--- src/rtl/conn_sig_pkg.sv ---
package conn_sig_pkg;
  typedef enum logic [1:0] {
    MSG_SETUP = 2'd0,
    MSG_OK    = 2'd1,
    MSG_REL   = 2'd2,
    MSG_RELCF = 2'd3
  } msg_t;

  typedef enum logic [1:0] {
    ST_CLOSED     = 2'd0,
    ST_SETUP_SENT = 2'd1,
    ST_ESTAB      = 2'd2,
    ST_REL_SENT   = 2'd3
  } cst_t;

  typedef enum logic [2:0] {
    OP_ROUTE      = 3'd0,
    OP_BW_RSV     = 3'd1,
    OP_IF_MAP     = 3'd2,
    OP_REF_ALLOC  = 3'd3,
    OP_SLOT_ALLOC = 3'd4,
    OP_LABEL_PROG = 3'd5,
    OP_RES_FREE   = 3'd6,
    OP_REF_FREE   = 3'd7
  } op_t;

  typedef enum logic [1:0] {
    S_IDLE  = 2'd0,
    S_CHECK = 2'd1,
    S_STEP  = 2'd2,
    S_WB    = 2'd3
  } seq_t;
endpackage

--- src/rtl/conn_rst_sync.sv ---
module conn_rst_sync #(
  parameter int STAGES = 2
) (
  input  logic clk,
  input  logic arst_n,
  output logic rst_sn
);
  logic [STAGES-1:0] sync_q;

  always_ff @(posedge clk or negedge arst_n) begin
    if (!arst_n) sync_q <= '0;
    else         sync_q <= {sync_q[STAGES-2:0], 1'b1};
  end

  assign rst_sn = sync_q[STAGES-1];
endmodule

--- src/rtl/conn_state_table.sv ---
module conn_state_table
  import conn_sig_pkg::*;
#(
  parameter int NCONN = 16,
  parameter int REF_W = $clog2(NCONN)
) (
  input  logic             clk,
  input  logic             rst_n,
  input  logic             wr_en,
  input  logic [REF_W-1:0] wr_ref,
  input  cst_t             wr_state,
  input  logic [REF_W-1:0] rd_ref,
  output cst_t             rd_state,
  output logic [REF_W-1:0] free_ref,
  output logic             free_any
);
  cst_t tbl_q [NCONN];

  always_ff @(posedge clk or negedge rst_n) begin
    if (!rst_n) begin
      for (int i = 0; i < NCONN; i++) tbl_q[i] <= ST_CLOSED;
    end else if (wr_en) begin
      tbl_q[wr_ref] <= wr_state;
    end
  end

  assign rd_state = tbl_q[rd_ref];

  // lowest-indexed Closed entry
  always_comb begin
    free_ref = '0;
    free_any = 1'b0;
    for (int i = NCONN - 1; i >= 0; i--) begin
      if (tbl_q[i] == ST_CLOSED) begin
        free_ref = REF_W'(i);
        free_any = 1'b1;
      end
    end
  end
endmodule

--- src/rtl/conn_seq.sv ---
module conn_seq
  import conn_sig_pkg::*;
#(
  parameter int REF_W = 4,
  parameter int TTL_W = 8
) (
  input  logic             clk,
  input  logic             rst_n,
  input  logic             msg_valid,
  output logic             msg_ready,
  input  msg_t             msg_type,
  input  logic [REF_W-1:0] msg_ref,
  input  logic [TTL_W-1:0] msg_ttl,
  input  logic             msg_csum_ok,
  output logic [REF_W-1:0] rd_ref,
  input  cst_t             rd_state,
  input  logic [REF_W-1:0] free_ref,
  input  logic             free_any,
  output logic             wr_en,
  output logic [REF_W-1:0] wr_ref,
  output cst_t             wr_state,
  output logic             op_valid,
  output op_t              op_code,
  output logic [REF_W-1:0] op_ref,
  input  logic             op_ok,
  output logic             out_valid,
  output msg_t             out_type,
  output logic [REF_W-1:0] out_ref,
  output logic             err
);
  seq_t             seq_q, seq_d;
  msg_t             type_q, type_d;
  logic [REF_W-1:0] ref_q, ref_d;
  logic [TTL_W-1:0] ttl_q, ttl_d;
  logic             csum_q, csum_d;
  op_t              step_q, step_d;
  cst_t             nst_q, nst_d;
  logic             err_q, err_d;
  logic             accept, bad, reserving;
  cst_t             need_st, goal_st;

  assign msg_ready = (seq_q == S_IDLE) || (seq_q == S_WB);
  assign accept    = msg_valid && msg_ready;
  assign rd_ref    = (type_q == MSG_SETUP) ? free_ref : ref_q;
  assign reserving = (step_q <= OP_LABEL_PROG);

  always_comb begin
    unique case (type_q)
      MSG_SETUP: begin need_st = ST_CLOSED;     goal_st = ST_SETUP_SENT; end
      MSG_OK:    begin need_st = ST_SETUP_SENT; goal_st = ST_ESTAB;      end
      MSG_REL:   begin need_st = ST_ESTAB;      goal_st = ST_REL_SENT;   end
      default:   begin need_st = ST_REL_SENT;   goal_st = ST_CLOSED;     end
    endcase
    bad = !csum_q || (rd_state != need_st) ||
          ((type_q == MSG_SETUP) && ((ttl_q == '0) || !free_any));
  end

  always_comb begin
    seq_d  = seq_q;
    type_d = type_q;
    ref_d  = ref_q;
    ttl_d  = ttl_q;
    csum_d = csum_q;
    step_d = step_q;
    nst_d  = nst_q;
    err_d  = err_q;
    unique case (seq_q)
      S_IDLE, S_WB: begin
        if (accept) begin
          type_d = msg_type;
          ref_d  = msg_ref;
          ttl_d  = msg_ttl;
          csum_d = msg_csum_ok;
          err_d  = 1'b0;
          seq_d  = S_CHECK;
        end else begin
          seq_d  = S_IDLE;
        end
      end
      S_CHECK: begin
        ref_d = rd_ref;
        err_d = bad;
        nst_d = bad ? rd_state : goal_st;
        if (bad || (type_q == MSG_OK)) begin
          seq_d = S_WB;
        end else begin
          seq_d = S_STEP;
          unique case (type_q)
            MSG_SETUP: step_d = OP_ROUTE;
            MSG_REL:   step_d = OP_RES_FREE;
            default:   step_d = OP_REF_FREE;
          endcase
        end
      end
      default: begin
        if (reserving && !op_ok) begin
          err_d = 1'b1;
          nst_d = ST_CLOSED;
          seq_d = S_WB;
        end else if ((step_q == OP_LABEL_PROG) || !reserving) begin
          seq_d = S_WB;
        end else begin
          step_d = op_t'(step_q + 3'd1);
        end
      end
    endcase
  end

  always_ff @(posedge clk or negedge rst_n) begin
    if (!rst_n) begin
      seq_q  <= S_IDLE;
      type_q <= MSG_SETUP;
      ref_q  <= '0;
      ttl_q  <= '0;
      csum_q <= 1'b0;
      step_q <= OP_ROUTE;
      nst_q  <= ST_CLOSED;
      err_q  <= 1'b0;
    end else begin
      seq_q  <= seq_d;
      type_q <= type_d;
      ref_q  <= ref_d;
      ttl_q  <= ttl_d;
      csum_q <= csum_d;
      step_q <= step_d;
      nst_q  <= nst_d;
      err_q  <= err_d;
    end
  end

  assign op_valid  = (seq_q == S_STEP);
  assign op_code   = step_q;
  assign op_ref    = ref_q;
  assign wr_en     = (seq_q == S_WB);
  assign wr_ref    = ref_q;
  assign wr_state  = nst_q;
  assign out_valid = (seq_q == S_WB) && !err_q;
  assign err       = (seq_q == S_WB) && err_q;
  assign out_type  = type_q;
  assign out_ref   = ref_q;
endmodule

--- src/rtl/conn_sig_engine.sv ---
module conn_sig_engine
  import conn_sig_pkg::*;
#(
  parameter int NCONN = 16,
  parameter int TTL_W = 8,
  localparam int REF_W = $clog2(NCONN)
) (
  input  logic             clk,
  input  logic             rst_n,
  input  logic             msg_valid,
  output logic             msg_ready,
  input  logic [1:0]       msg_type,
  input  logic [REF_W-1:0] msg_ref,
  input  logic [TTL_W-1:0] msg_ttl,
  input  logic             msg_csum_ok,
  output logic             op_valid,
  output logic [2:0]       op_code,
  output logic [REF_W-1:0] op_ref,
  input  logic             op_ok,
  output logic             out_valid,
  output logic [1:0]       out_type,
  output logic [REF_W-1:0] out_ref,
  output logic             err
);
  logic             rst_sn;
  logic [REF_W-1:0] rd_ref, free_ref, wr_ref;
  cst_t             rd_state, wr_state;
  logic             free_any, wr_en;
  op_t              op_code_e;
  msg_t             out_type_e;

  conn_rst_sync #(.STAGES(2)) i_rst_sync (
    .clk(clk), .arst_n(rst_n), .rst_sn(rst_sn)
  );

  conn_state_table #(.NCONN(NCONN), .REF_W(REF_W)) i_table (
    .clk(clk), .rst_n(rst_sn),
    .wr_en(wr_en), .wr_ref(wr_ref), .wr_state(wr_state),
    .rd_ref(rd_ref), .rd_state(rd_state),
    .free_ref(free_ref), .free_any(free_any)
  );

  conn_seq #(.REF_W(REF_W), .TTL_W(TTL_W)) i_seq (
    .clk(clk), .rst_n(rst_sn),
    .msg_valid(msg_valid), .msg_ready(msg_ready),
    .msg_type(msg_t'(msg_type)), .msg_ref(msg_ref),
    .msg_ttl(msg_ttl), .msg_csum_ok(msg_csum_ok),
    .rd_ref(rd_ref), .rd_state(rd_state),
    .free_ref(free_ref), .free_any(free_any),
    .wr_en(wr_en), .wr_ref(wr_ref), .wr_state(wr_state),
    .op_valid(op_valid), .op_code(op_code_e), .op_ref(op_ref), .op_ok(op_ok),
    .out_valid(out_valid), .out_type(out_type_e), .out_ref(out_ref), .err(err)
  );

  assign op_code  = op_code_e;
  assign out_type = out_type_e;
endmodule

--- config.mk ---
export PLATFORM = sky130hd
export DESIGN_NAME = conn_sig_engine
export DESIGN_NICKNAME = d
export VERILOG_FILES = /design/src/rtl/conn_sig_pkg.sv /design/src/rtl/conn_rst_sync.sv /design/src/rtl/conn_state_table.sv /design/src/rtl/conn_seq.sv /design/src/rtl/conn_sig_engine.sv
export SDC_FILE = /design/constraint.sdc
export NUM_CORES = 1
export LEC_CHECK = 0
export BUFFER_PORTS_ARGS = -buffer_cell sky130_fd_sc_hd__buf_2
export CORE_MARGIN = 2
export CORE_UTILIZATION = 35
export CTS_BUF_LIST = sky130_fd_sc_hd__clkbuf_16
export CTS_CLUSTER_SIZE = 28
export DETAILED_ROUTE_END_ITERATION = 6
export MAX_ROUTING_LAYER = met4
export PLACE_DENSITY = 0.51
export SYNTH_ARGS = -nofsm -noshare
export SYNTH_HDL_FRONTEND = slang
export SYNTH_SLANG_ARGS = --single-unit
--- constraint.sdc ---
create_clock -name clk -period 2.2 [get_ports clk]
set_input_delay 0.44 -clock clk [delete_from_list [all_inputs] [get_ports clk]]
set_output_delay 0.44 -clock clk [all_outputs]
set_load 0.03 [all_outputs]
==> insert_results.sql, run 1 <==
INSERT INTO impl_metrics (metric_group, metric, value, unit) VALUES
('critical_path', 'regToRegEndpoint', 'i_seq.err_q', ''),
('sta', 'final_max_slew_viol_count', '0', ''),
('sta', 'hold_viol', '0', ''),
('layout', 'layout-area-overhead-vs-synth', '36.56', '%'),
('logic_synthesis', 'fraction_of_the_mapped_netlist_area_in_compound_gates', '16.49', '%'),
('cts', 'cts.sinks', '57', ''),
('layout', 'final_nets', '465', ''),
('critical_path', 'crit-reg2reg-launch', 'i_table.tbl_q[10]', ''),
('place', 'gp_routability_congestion', '0.8726', ''),
('sta', 'count_of_final_setup_violators', '7', ''),
('critical_path', 'criticalPathCategory', 'reg -> reg', ''),
('power_and_ir_drop', 'power_frac_seq', '24.6', '%'),
('detailed_routing', 'drc', '0', ''),
('detailed_routing', 'detail-route-antenna-nets', '0', ''),
('detailed_routing', 'drt_first_iter_violations', '89', ''),
('floorplanning', 'start_util', '35.88', '%'),
('sta', 'final_critical_path_setup_slack', '-0.8234', 'ns'),
('logic_synthesis', 'per_instance_average_area_after_synthesis', '10.55', 'um2'),
('floorplanning', 'design.die.area', '10790', 'um2'),
('place', 'dp.final_hpwl', '7112', 'um'),
('logic_synthesis', 'yosys_register_bits', '57', ''),
('cts', 'clock_h_tree_levels', '3', ''),
('cts', 'clk_pin_slew_worst_paths', '0.05', 'ns'),
('cts', 'root_buffer', 'sky130_fd_sc_hd__clkbuf_16', ''),
('place', 'portBuffers', '35', ''),
('critical_path', 'critical_path.endpoint', 'i_seq.err_q', ''),
('global_route', 'grt_pass1_vias', '3075', ''),
('logic_synthesis', 'yosys_most_used_dff', 'sky130_fd_sc_hd__dfrtp_1', ''),
('logic_synthesis', 'netlist_instances', '331', ''),
('outcome', 'outcome', 'complete, but fails checks', ''),
('layout', 'finish.utilization', '49.00', '%'),
('global_route', 'grt_antenna_before_repair', '0', ''),
('outcome', 'violations', 'negative setup slack', ''),
('sta', 'worst_hold_slack', '0.1620', 'ns'),
('critical_path', 'critical_path.slowest_cell', 'sky130_fd_sc_hd__dfrtp_1', ''),
('power_and_ir_drop', 'internal_power', '4.610', 'mW'),
('critical_path', 'critical-path-max-stage-delay', '0.39', 'ns'),
('power_and_ir_drop', 'power_switching_share', '41.20', '%'),
('logic_synthesis', 'async_flop_share', '100.0', '%'),
('power_and_ir_drop', 'peakVddDrop', '0.0006697', 'V'),
('logic_synthesis', 'yosys.area_share.simple', '15.02', '%'),
('layout', 'antenna-diode-count', '0', ''),
('logic_synthesis', 'xor_xnor_share_of_the_synthesized_area', '0.5018', '%'),
('critical_path', 'path_depth', '13', ''),
('critical_path', 'crit_fanout', '9', ''),
('power_and_ir_drop', 'leakage', '2.214', 'nW'),
('logic_synthesis', 'synth_seq_area_share', '40.86', '%'),
('global_route', 'grt_use_total', '18.96', '%'),
('run', 'number_of_max_cap_violations', '0', ''),
('hold_path', 'hold_class', 'reg -> async', ''),
('critical_path', 'r2r.worst_path.cells', '13', ''),
('critical_path', 'cp_data_required_time', '2.42', 'ns'),
('floorplanning', 'design.portCount', '36', ''),
('logic_synthesis', 'synth_top_family_by_area', 'multiplexers', ''),
('power_and_ir_drop', 'power_frac_clock', '18.5', '%'),
('detailed_routing', 'routed_wire_length', '9361', 'um'),
('layout', 'layout.cells.most_common', 'sky130_fd_sc_hd__buf_4', ''),
('detailed_routing', 'via_count', '2979', ''),
('logic_synthesis', 'synthAdderAreaFrac', '3.584', '%'),
('power_and_ir_drop', 'power_switching', '3.230', 'mW'),
('logic_synthesis', 'muxShareOfSynthArea', '20.00', '%'),
('cts', 'clock_tree_from_tritoncts', 'built', ''),
('floorplanning', 'floorplan.die.width', '103.9', 'um'),
('floorplanning', 'core_area', '9729', 'um2'),
('detailed_routing', 'wl_per_cell', '16.31', 'um'),
('sta', 'worst_pin_slew', '0.6934', 'ns'),
('cts', 'maximum_root_to_sink_buffer_count', '2', ''),
('critical_path', 'worstSetupStartpointType', 'flop', ''),
('sta', 'rsz0062_at_grt', 'true', ''),
('cts', 'insertion_delay', '0.33', 'ns'),
('critical_path', 'critPathArrivalTime', '3.24', 'ns');
-- area by class of cell --
class / instances / area, um2
clock buffers: 9 / 225.2
multi-input cells: 251 / 2096
flip-flops and latches: 57 / 1430
well taps: 133 / 166.4
repair buffers: 106 / 723.2
fillers: 930 / 4962
clock inverters: 7 / 85.08
inverters: 11 / 41.29
-- worst min-delay path by stage --
stage	slack, ns	depth (start not counted)	to	from
floorplan	0.14	0	i_rst_sync.sync_q[0]	rst_n
detailed placement	0.17	0	i_seq.ttl_q[0]	i_rst_sync.sync_q[1]
finish	0.16	0	i_seq.ttl_q[3]	i_rst_sync.sync_q[1]
global route	0.20	0	i_seq.ttl_q[3]	i_rst_sync.sync_q[1]
global placement	0.17	0	i_seq.ttl_q[1]	i_rst_sync.sync_q[1]
CTS	0.18	0	i_seq.ttl_q[0]	i_rst_sync.sync_q[1]
-- Yosys cell counts, types with 3 or more instances --
library cell                n  area, um2
sky130_fd_sc_hd__clkbuf_1   5      18.77
sky130_fd_sc_hd__nand3_1    8      40.04
sky130_fd_sc_hd__and2_1     3      18.77
sky130_fd_sc_hd__nand3b_1   3      22.52
sky130_fd_sc_hd__mux2i_1   18      180.2
sky130_fd_sc_hd__o22ai_1    9      56.30
sky130_fd_sc_hd__ha_1      10      125.1
sky130_fd_sc_hd__a31oi_1    3      18.77
sky130_fd_sc_hd__nor3_1     3      15.01
sky130_fd_sc_hd__o21ai_0   13      65.06
sky130_fd_sc_hd__a221o_1    3      30.03
sky130_fd_sc_hd__mux2_2    46      518.0
sky130_fd_sc_hd__nand2b_1  12      75.07
sky130_fd_sc_hd__nand2_1   17      63.81
sky130_fd_sc_hd__dfrtp_1   57       1426
sky130_fd_sc_hd__inv_1     10      37.54
sky130_fd_sc_hd__nor2b_1    5      31.28
sky130_fd_sc_hd__nor2_1    37      138.9
sky130_fd_sc_hd__buf_4      5      37.54
sky130_fd_sc_hd__a21oi_1    9      45.04
-- state kept, by name (all words and copies together), names as in the netlist --
name               count
i_rst_sync.sync_q      2
i_seq.seq_q            2
i_seq.wr_state         2
i_table.tbl_q         32
i_seq.csum_q           1
i_seq.ttl_q            8
i_seq.op_ref           4
i_seq.op_code          3
i_seq.out_type         2
i_seq.err_q            1
-- routing by layer --
metal / part of all wire, % / global-route usage, %
met4: 2.2 / 7.143
met2: 49 / 31.30
met1: 46 / 23.45
met3: 2.8 / 3.070
met5: 0 / -
-- cell families (layout without fill, tap and decap cells) --
family	Yosys count	in the layout
simple gates	103	103
compound gates	71	71
buf+inv	23	133
other cells	1	1
flops	57	57
xor+xnor	2	2
mux	64	64
fa+ha+maj	10	10
-- worst reg2reg max path: cells and delay by family (launching register included) --
family,cells,cell delay [ns]
mux,2,0.43
simple gates,2,0.31
flops,1,0.39
buf+inv,2,0.35
xor+xnor,1,0.17
compound gates,6,1.28
-- per-stage QoR --
step	instance area, um2	std cells
finish	4767	574
detailed placement	4297	555
global placement	4297	555
CTS	4725	574
global route	4767	574
floorplan	3513	331
-- repair_timing --
item / CTS / global route
setup buffers: 2 / 0
hold buffers: 1 / 0
pin swaps: 1 / 2
setup endpoints to repair: 7 / 7
gates resized for setup: 14 / 9
endpoints found under the hold margin: 2 / 0
-- power by group through the flow --
stage          Combinational (mW)  Clock, mW  Sequential (mW)
3_5_place_dp                 4.22          0             1.92
2_1_floorplan                2.57          0             2.03
6_report                     4.46       1.45             1.93
3_3_place_gp                 4.19          0             1.90
4_1_cts                      4.37       1.49             1.93
5_1_grt                      4.85       1.53             1.99
(Power assumes the default switching activity.)
==> run 2: changes to the inputs <==
--- a/config.mk
+++ b/config.mk
@@ -7,12 +7,12 @@
 export LEC_CHECK = 0
 export BUFFER_PORTS_ARGS = -buffer_cell sky130_fd_sc_hd__buf_2
 export CORE_MARGIN = 2
-export CORE_UTILIZATION = 35
+export CORE_UTILIZATION = 55
 export CTS_BUF_LIST = sky130_fd_sc_hd__clkbuf_16
 export CTS_CLUSTER_SIZE = 28
 export DETAILED_ROUTE_END_ITERATION = 6
 export MAX_ROUTING_LAYER = met4
-export PLACE_DENSITY = 0.51
+export PLACE_DENSITY = 0.74
 export SYNTH_ARGS = -nofsm -noshare
 export SYNTH_HDL_FRONTEND = slang
 export SYNTH_SLANG_ARGS = --single-unit
==> constraint.sdc (replaced) <==
create_clock -name clk -period 3.2 [get_ports clk]
set_input_delay 0.64 -clock clk [delete_from_list [all_inputs] [get_ports clk]]
set_output_delay 0.64 -clock clk [all_outputs]
set_load 0.03 [all_outputs]
==> run 2 against run 1 <==
Against the previous run:
- the run now ends clean
- routed wire length fell by 7.8%
- clock skew fell by 0.0053 ns
- flip-flop and latch count did not move
- register-to-register slack improved by 0.93 ns
- utilization rose by 20 points
- sequential power fell by 27%
- largest cell class unchanged
- die area fell by 35%
- sequential share of layout area rose by 3.4 points
- critical path type unchanged
- maximum frequency fell by 2.3%
- global-route usage rose by 6.7 points
- clock power fell by 41%
==> insert_results.sql, run 2 (synthesis results as in run 1) <==
INSERT INTO impl_metrics (metric_group, metric, value, unit) VALUES
('floorplanning', 'core_area', '6241', 'um2'),
('global_route', 'grt_antenna_before_repair', '0', ''),
('power_and_ir_drop', 'leakage', '1.972', 'nW'),
('layout', 'flip_flop_count_of_the_largest_register_after_layout', '32', ''),
('sta', 'worst_hold_slack', '0.08474', 'ns'),
('detailed_routing', 'via_per_inst', '6.068', ''),
('sta', 'count_of_final_setup_violators', '0', ''),
('layout', 'footprint_of_the_multi_input_gates', '2074', 'um2'),
('outcome', 'outcome', 'finished, final reports clean', ''),
('detailed_routing', 'via_count', '2864', ''),
('layout', 'registers.top_by_ff_count', 'i_table.tbl_q', ''),
('place', 'portBuffers', '35', ''),
('critical_path', 'crit_fanout', '6', ''),
('sta', 'clock.fmax', '323.2', 'MHz'),
('global_route', 'overflow', '0', ''),
('critical_path', 'criticalPathCategory', 'reg -> reg', ''),
('critical_path', 'critPathArrivalTime', '3.33', 'ns'),
('place', 'dp.final_hpwl', '5990', 'um'),
('detailed_routing', 'detail-route-antenna-nets', '0', ''),
('power_and_ir_drop', 'power.total', '4.924', 'mW'),
('sta', 'post-route-min-period', '3.094', 'ns'),
('sta', 'worst_pin_slew', '0.7090', 'ns'),
('floorplanning', 'placement_rows', '29', ''),
('cts', 'clk_pin_slew_worst_paths', '0.05', 'ns'),
('run', 'number_of_max_cap_violations', '0', ''),
('detailed_routing', 'drt_pre_antenna_iters', '6', ''),
('cts', 'clock_tree_from_tritoncts', 'built', ''),
('floorplanning', 'floorplan.die.width', '83.67', 'um'),
('sta', 'hold_viol', '0', ''),
('cts', 'cts.sinks', '57', ''),
('detailed_routing', 'routed_wire_length', '8629', 'um'),
('critical_path', 'worst_setup_path_end_kind', 'flop', ''),
('critical_path', 'cp_data_required_time', '3.44', 'ns'),
('layout', 'layout.area.seq', '1431', 'um2'),
('floorplanning', 'design.die.area', '7001', 'um2'),
('layout', 'post_route_cells_drive_above_1_share', '40.76', '%'),
('cts', 'clock_h_tree_levels', '3', ''),
('sta', 'maxSlewHeadroom', '52.63', '%'),
('layout', 'antenna-diode-count', '0', ''),
('floorplanning', 'floorplan.die.height', '83.67', 'um'),
('layout', 'layout.cells.most_common', 'sky130_fd_sc_hd__dfrtp_1', ''),
('global_route', 'grt_start_max_net_pins', '29', ''),
('hold_path', 'hold_class', 'in -> async', ''),
('sta', 'finalCritPeriodShare', '96.68', '%'),
('layout', 'layout-area-overhead-vs-synth', '22.90', '%'),
('sta', 'finalClockSkew', '0.003114', 'ns'),
('detailed_routing', 'wl_per_cell', '18.28', 'um'),
('layout', 'fillCellCount', '475', ''),
('detailed_routing', 'drt_first_iter_violations', '191', ''),
('global_route', 'first_pass_grt_wire_length', '13790', 'um'),
('sta', 'final_max_slew_viol_count', '0', ''),
('cts', 'root_buffer', 'sky130_fd_sc_hd__clkbuf_16', ''),
('power_and_ir_drop', 'pwr_density_cell', '1148', 'nW/um2'),
('global_route', 'grt_use_total', '25.62', '%'),
('cts', 'insertion_delay', '0.33', 'ns'),
('layout', 'final_nets', '419', ''),
('cts', 'cts_inserted_buffers', '9', ''),
('global_route', 'grt_pass1_vias', '2795', ''),
('layout', 'layout.cells.most_common_list', 'sky130_fd_sc_hd__dfrtp_1 (53), sky130_fd_sc_hd__mux2_2 (45), sky130_fd_sc_hd__nor2_1 (35), sky130_fd_sc_hd__buf_2 (35), sky130_fd_sc_hd__buf_4 (23)', ''),
('critical_path', 'worstSetupStartpointType', 'flop', ''),
('cts', 'maximum_root_to_sink_buffer_count', '2', ''),
('power_and_ir_drop', 'peakVddDrop', '0.0008036', 'V'),
('floorplanning', 'start_util', '55.93', '%'),
('detailed_routing', 'drc', '0', ''),
('sta', 'rsz0062_at_grt', 'true', ''),
('floorplanning', 'design.portCount', '36', ''),
('place', 'gp_routability_congestion', '0.9742', '');
[run 2: cell types whose count changed in the layout (fill, tap and decap cells not counted), sizes merged]
cell	before	now
buf	105	60
bufinv	2	0
clkinv	4	5
dlygate4sd3	1	0
inv	11	12
[run 2: through the flow]
stage / util, % / setup TNS (ns) / area [um2] / std cells / worst slack (ns)
3_3_place_gp: 61.33 / 0 / 3827 / 448 / 0.07206
2_1_floorplan: - / 0 / 3493 / 331 / 0.003724
5_1_grt: 68.75 / -0.07915 / 4290 / 472 / -0.05261
3_5_place_dp: 61.33 / 0 / 3827 / 448 / 0.003076
6_report: 68.75 / 0 / 4290 / 472 / 0.1061
4_1_cts: 66.56 / 0 / 4154 / 468 / 0.008453
[run 2: where the power goes]
| group | total, mW | internal (mW) | switching [mW] |
|---|---|---|---|
| logic | 2.67 | 1.21 | 1.46 |
| registers | 1.40 | 1.03 | 0.377 |
| clock network | 0.852 | 0.515 | 0.337 |
| total | 4.92 | 2.75 | 2.17 |
[run 2: path summary, 6_finish.rpt]
kind                                      start                   end  slack (ns)  cells after the start
max in group asynchronous  i_rst_sync.sync_q[1]      i_table.tbl_q[2]        2.09                      1
max reg2reg                    i_table.tbl_q[1]      i_seq.op_code[1]        0.11                     12
min in group clk           i_rst_sync.sync_q[0]  i_rst_sync.sync_q[1]        0.35                      0
max                            i_table.tbl_q[1]      i_seq.op_code[1]        0.11                     12
min                                       rst_n  i_rst_sync.sync_q[0]        0.08                      1
min reg2reg                i_rst_sync.sync_q[1]        i_seq.ttl_q[4]        0.29                      0
[run 2: what timing repair did]
| item | 4_1_cts | 5_1_grt |
|---|---|---|
| resized for setup | 6 | 23 |
| pin swaps | 3 | 13 |
| endpoints found under the hold margin | 0 | 0 |
| buffers inserted | 4 | 4 |
| endpoints found under the setup margin | 1 | 6 |
| hold buffers | 0 | 0 |
[run 2: critical path, stage by stage (launching register included)]
cell	delay, ns
sky130_fd_sc_hd__dfrtp_1	0.41
sky130_fd_sc_hd__or2_1	0.26
sky130_fd_sc_hd__o221ai_2	0.21
sky130_fd_sc_hd__a2111oi_4	0.11
sky130_fd_sc_hd__o211ai_1	0.28
sky130_fd_sc_hd__buf_4	0.22
sky130_fd_sc_hd__mux2i_1	0.25
sky130_fd_sc_hd__o22ai_2	0.13
sky130_fd_sc_hd__a211oi_4	0.33
sky130_fd_sc_hd__and4_4	0.29
sky130_fd_sc_hd__a21oi_4	0.05
sky130_fd_sc_hd__a21o_1	0.22
sky130_fd_sc_hd__a221oi_2	0.23
[run 2: final cells by class]
cell class / instances / share of cell area [%]
inverter: 11 / 1.021
multi-input combinational: 251 / 48.35
tap: 77 / 2.246
clock inverter: 7 / 0.9332
timing repair buffer: 60 / 8.836
sequential: 57 / 33.36
clock buffer: 9 / 5.249
[run 2: per-layer routing]
metal  up-vias  part of all wire, %  global-route usage, %
met5         -                    0                      -
met1      1406                   46                  34.81
li1       1326                    -                      -
met3        22                  5.1                  5.440
met2       110                   47                  37.09
met4         0                  2.6                  11.44
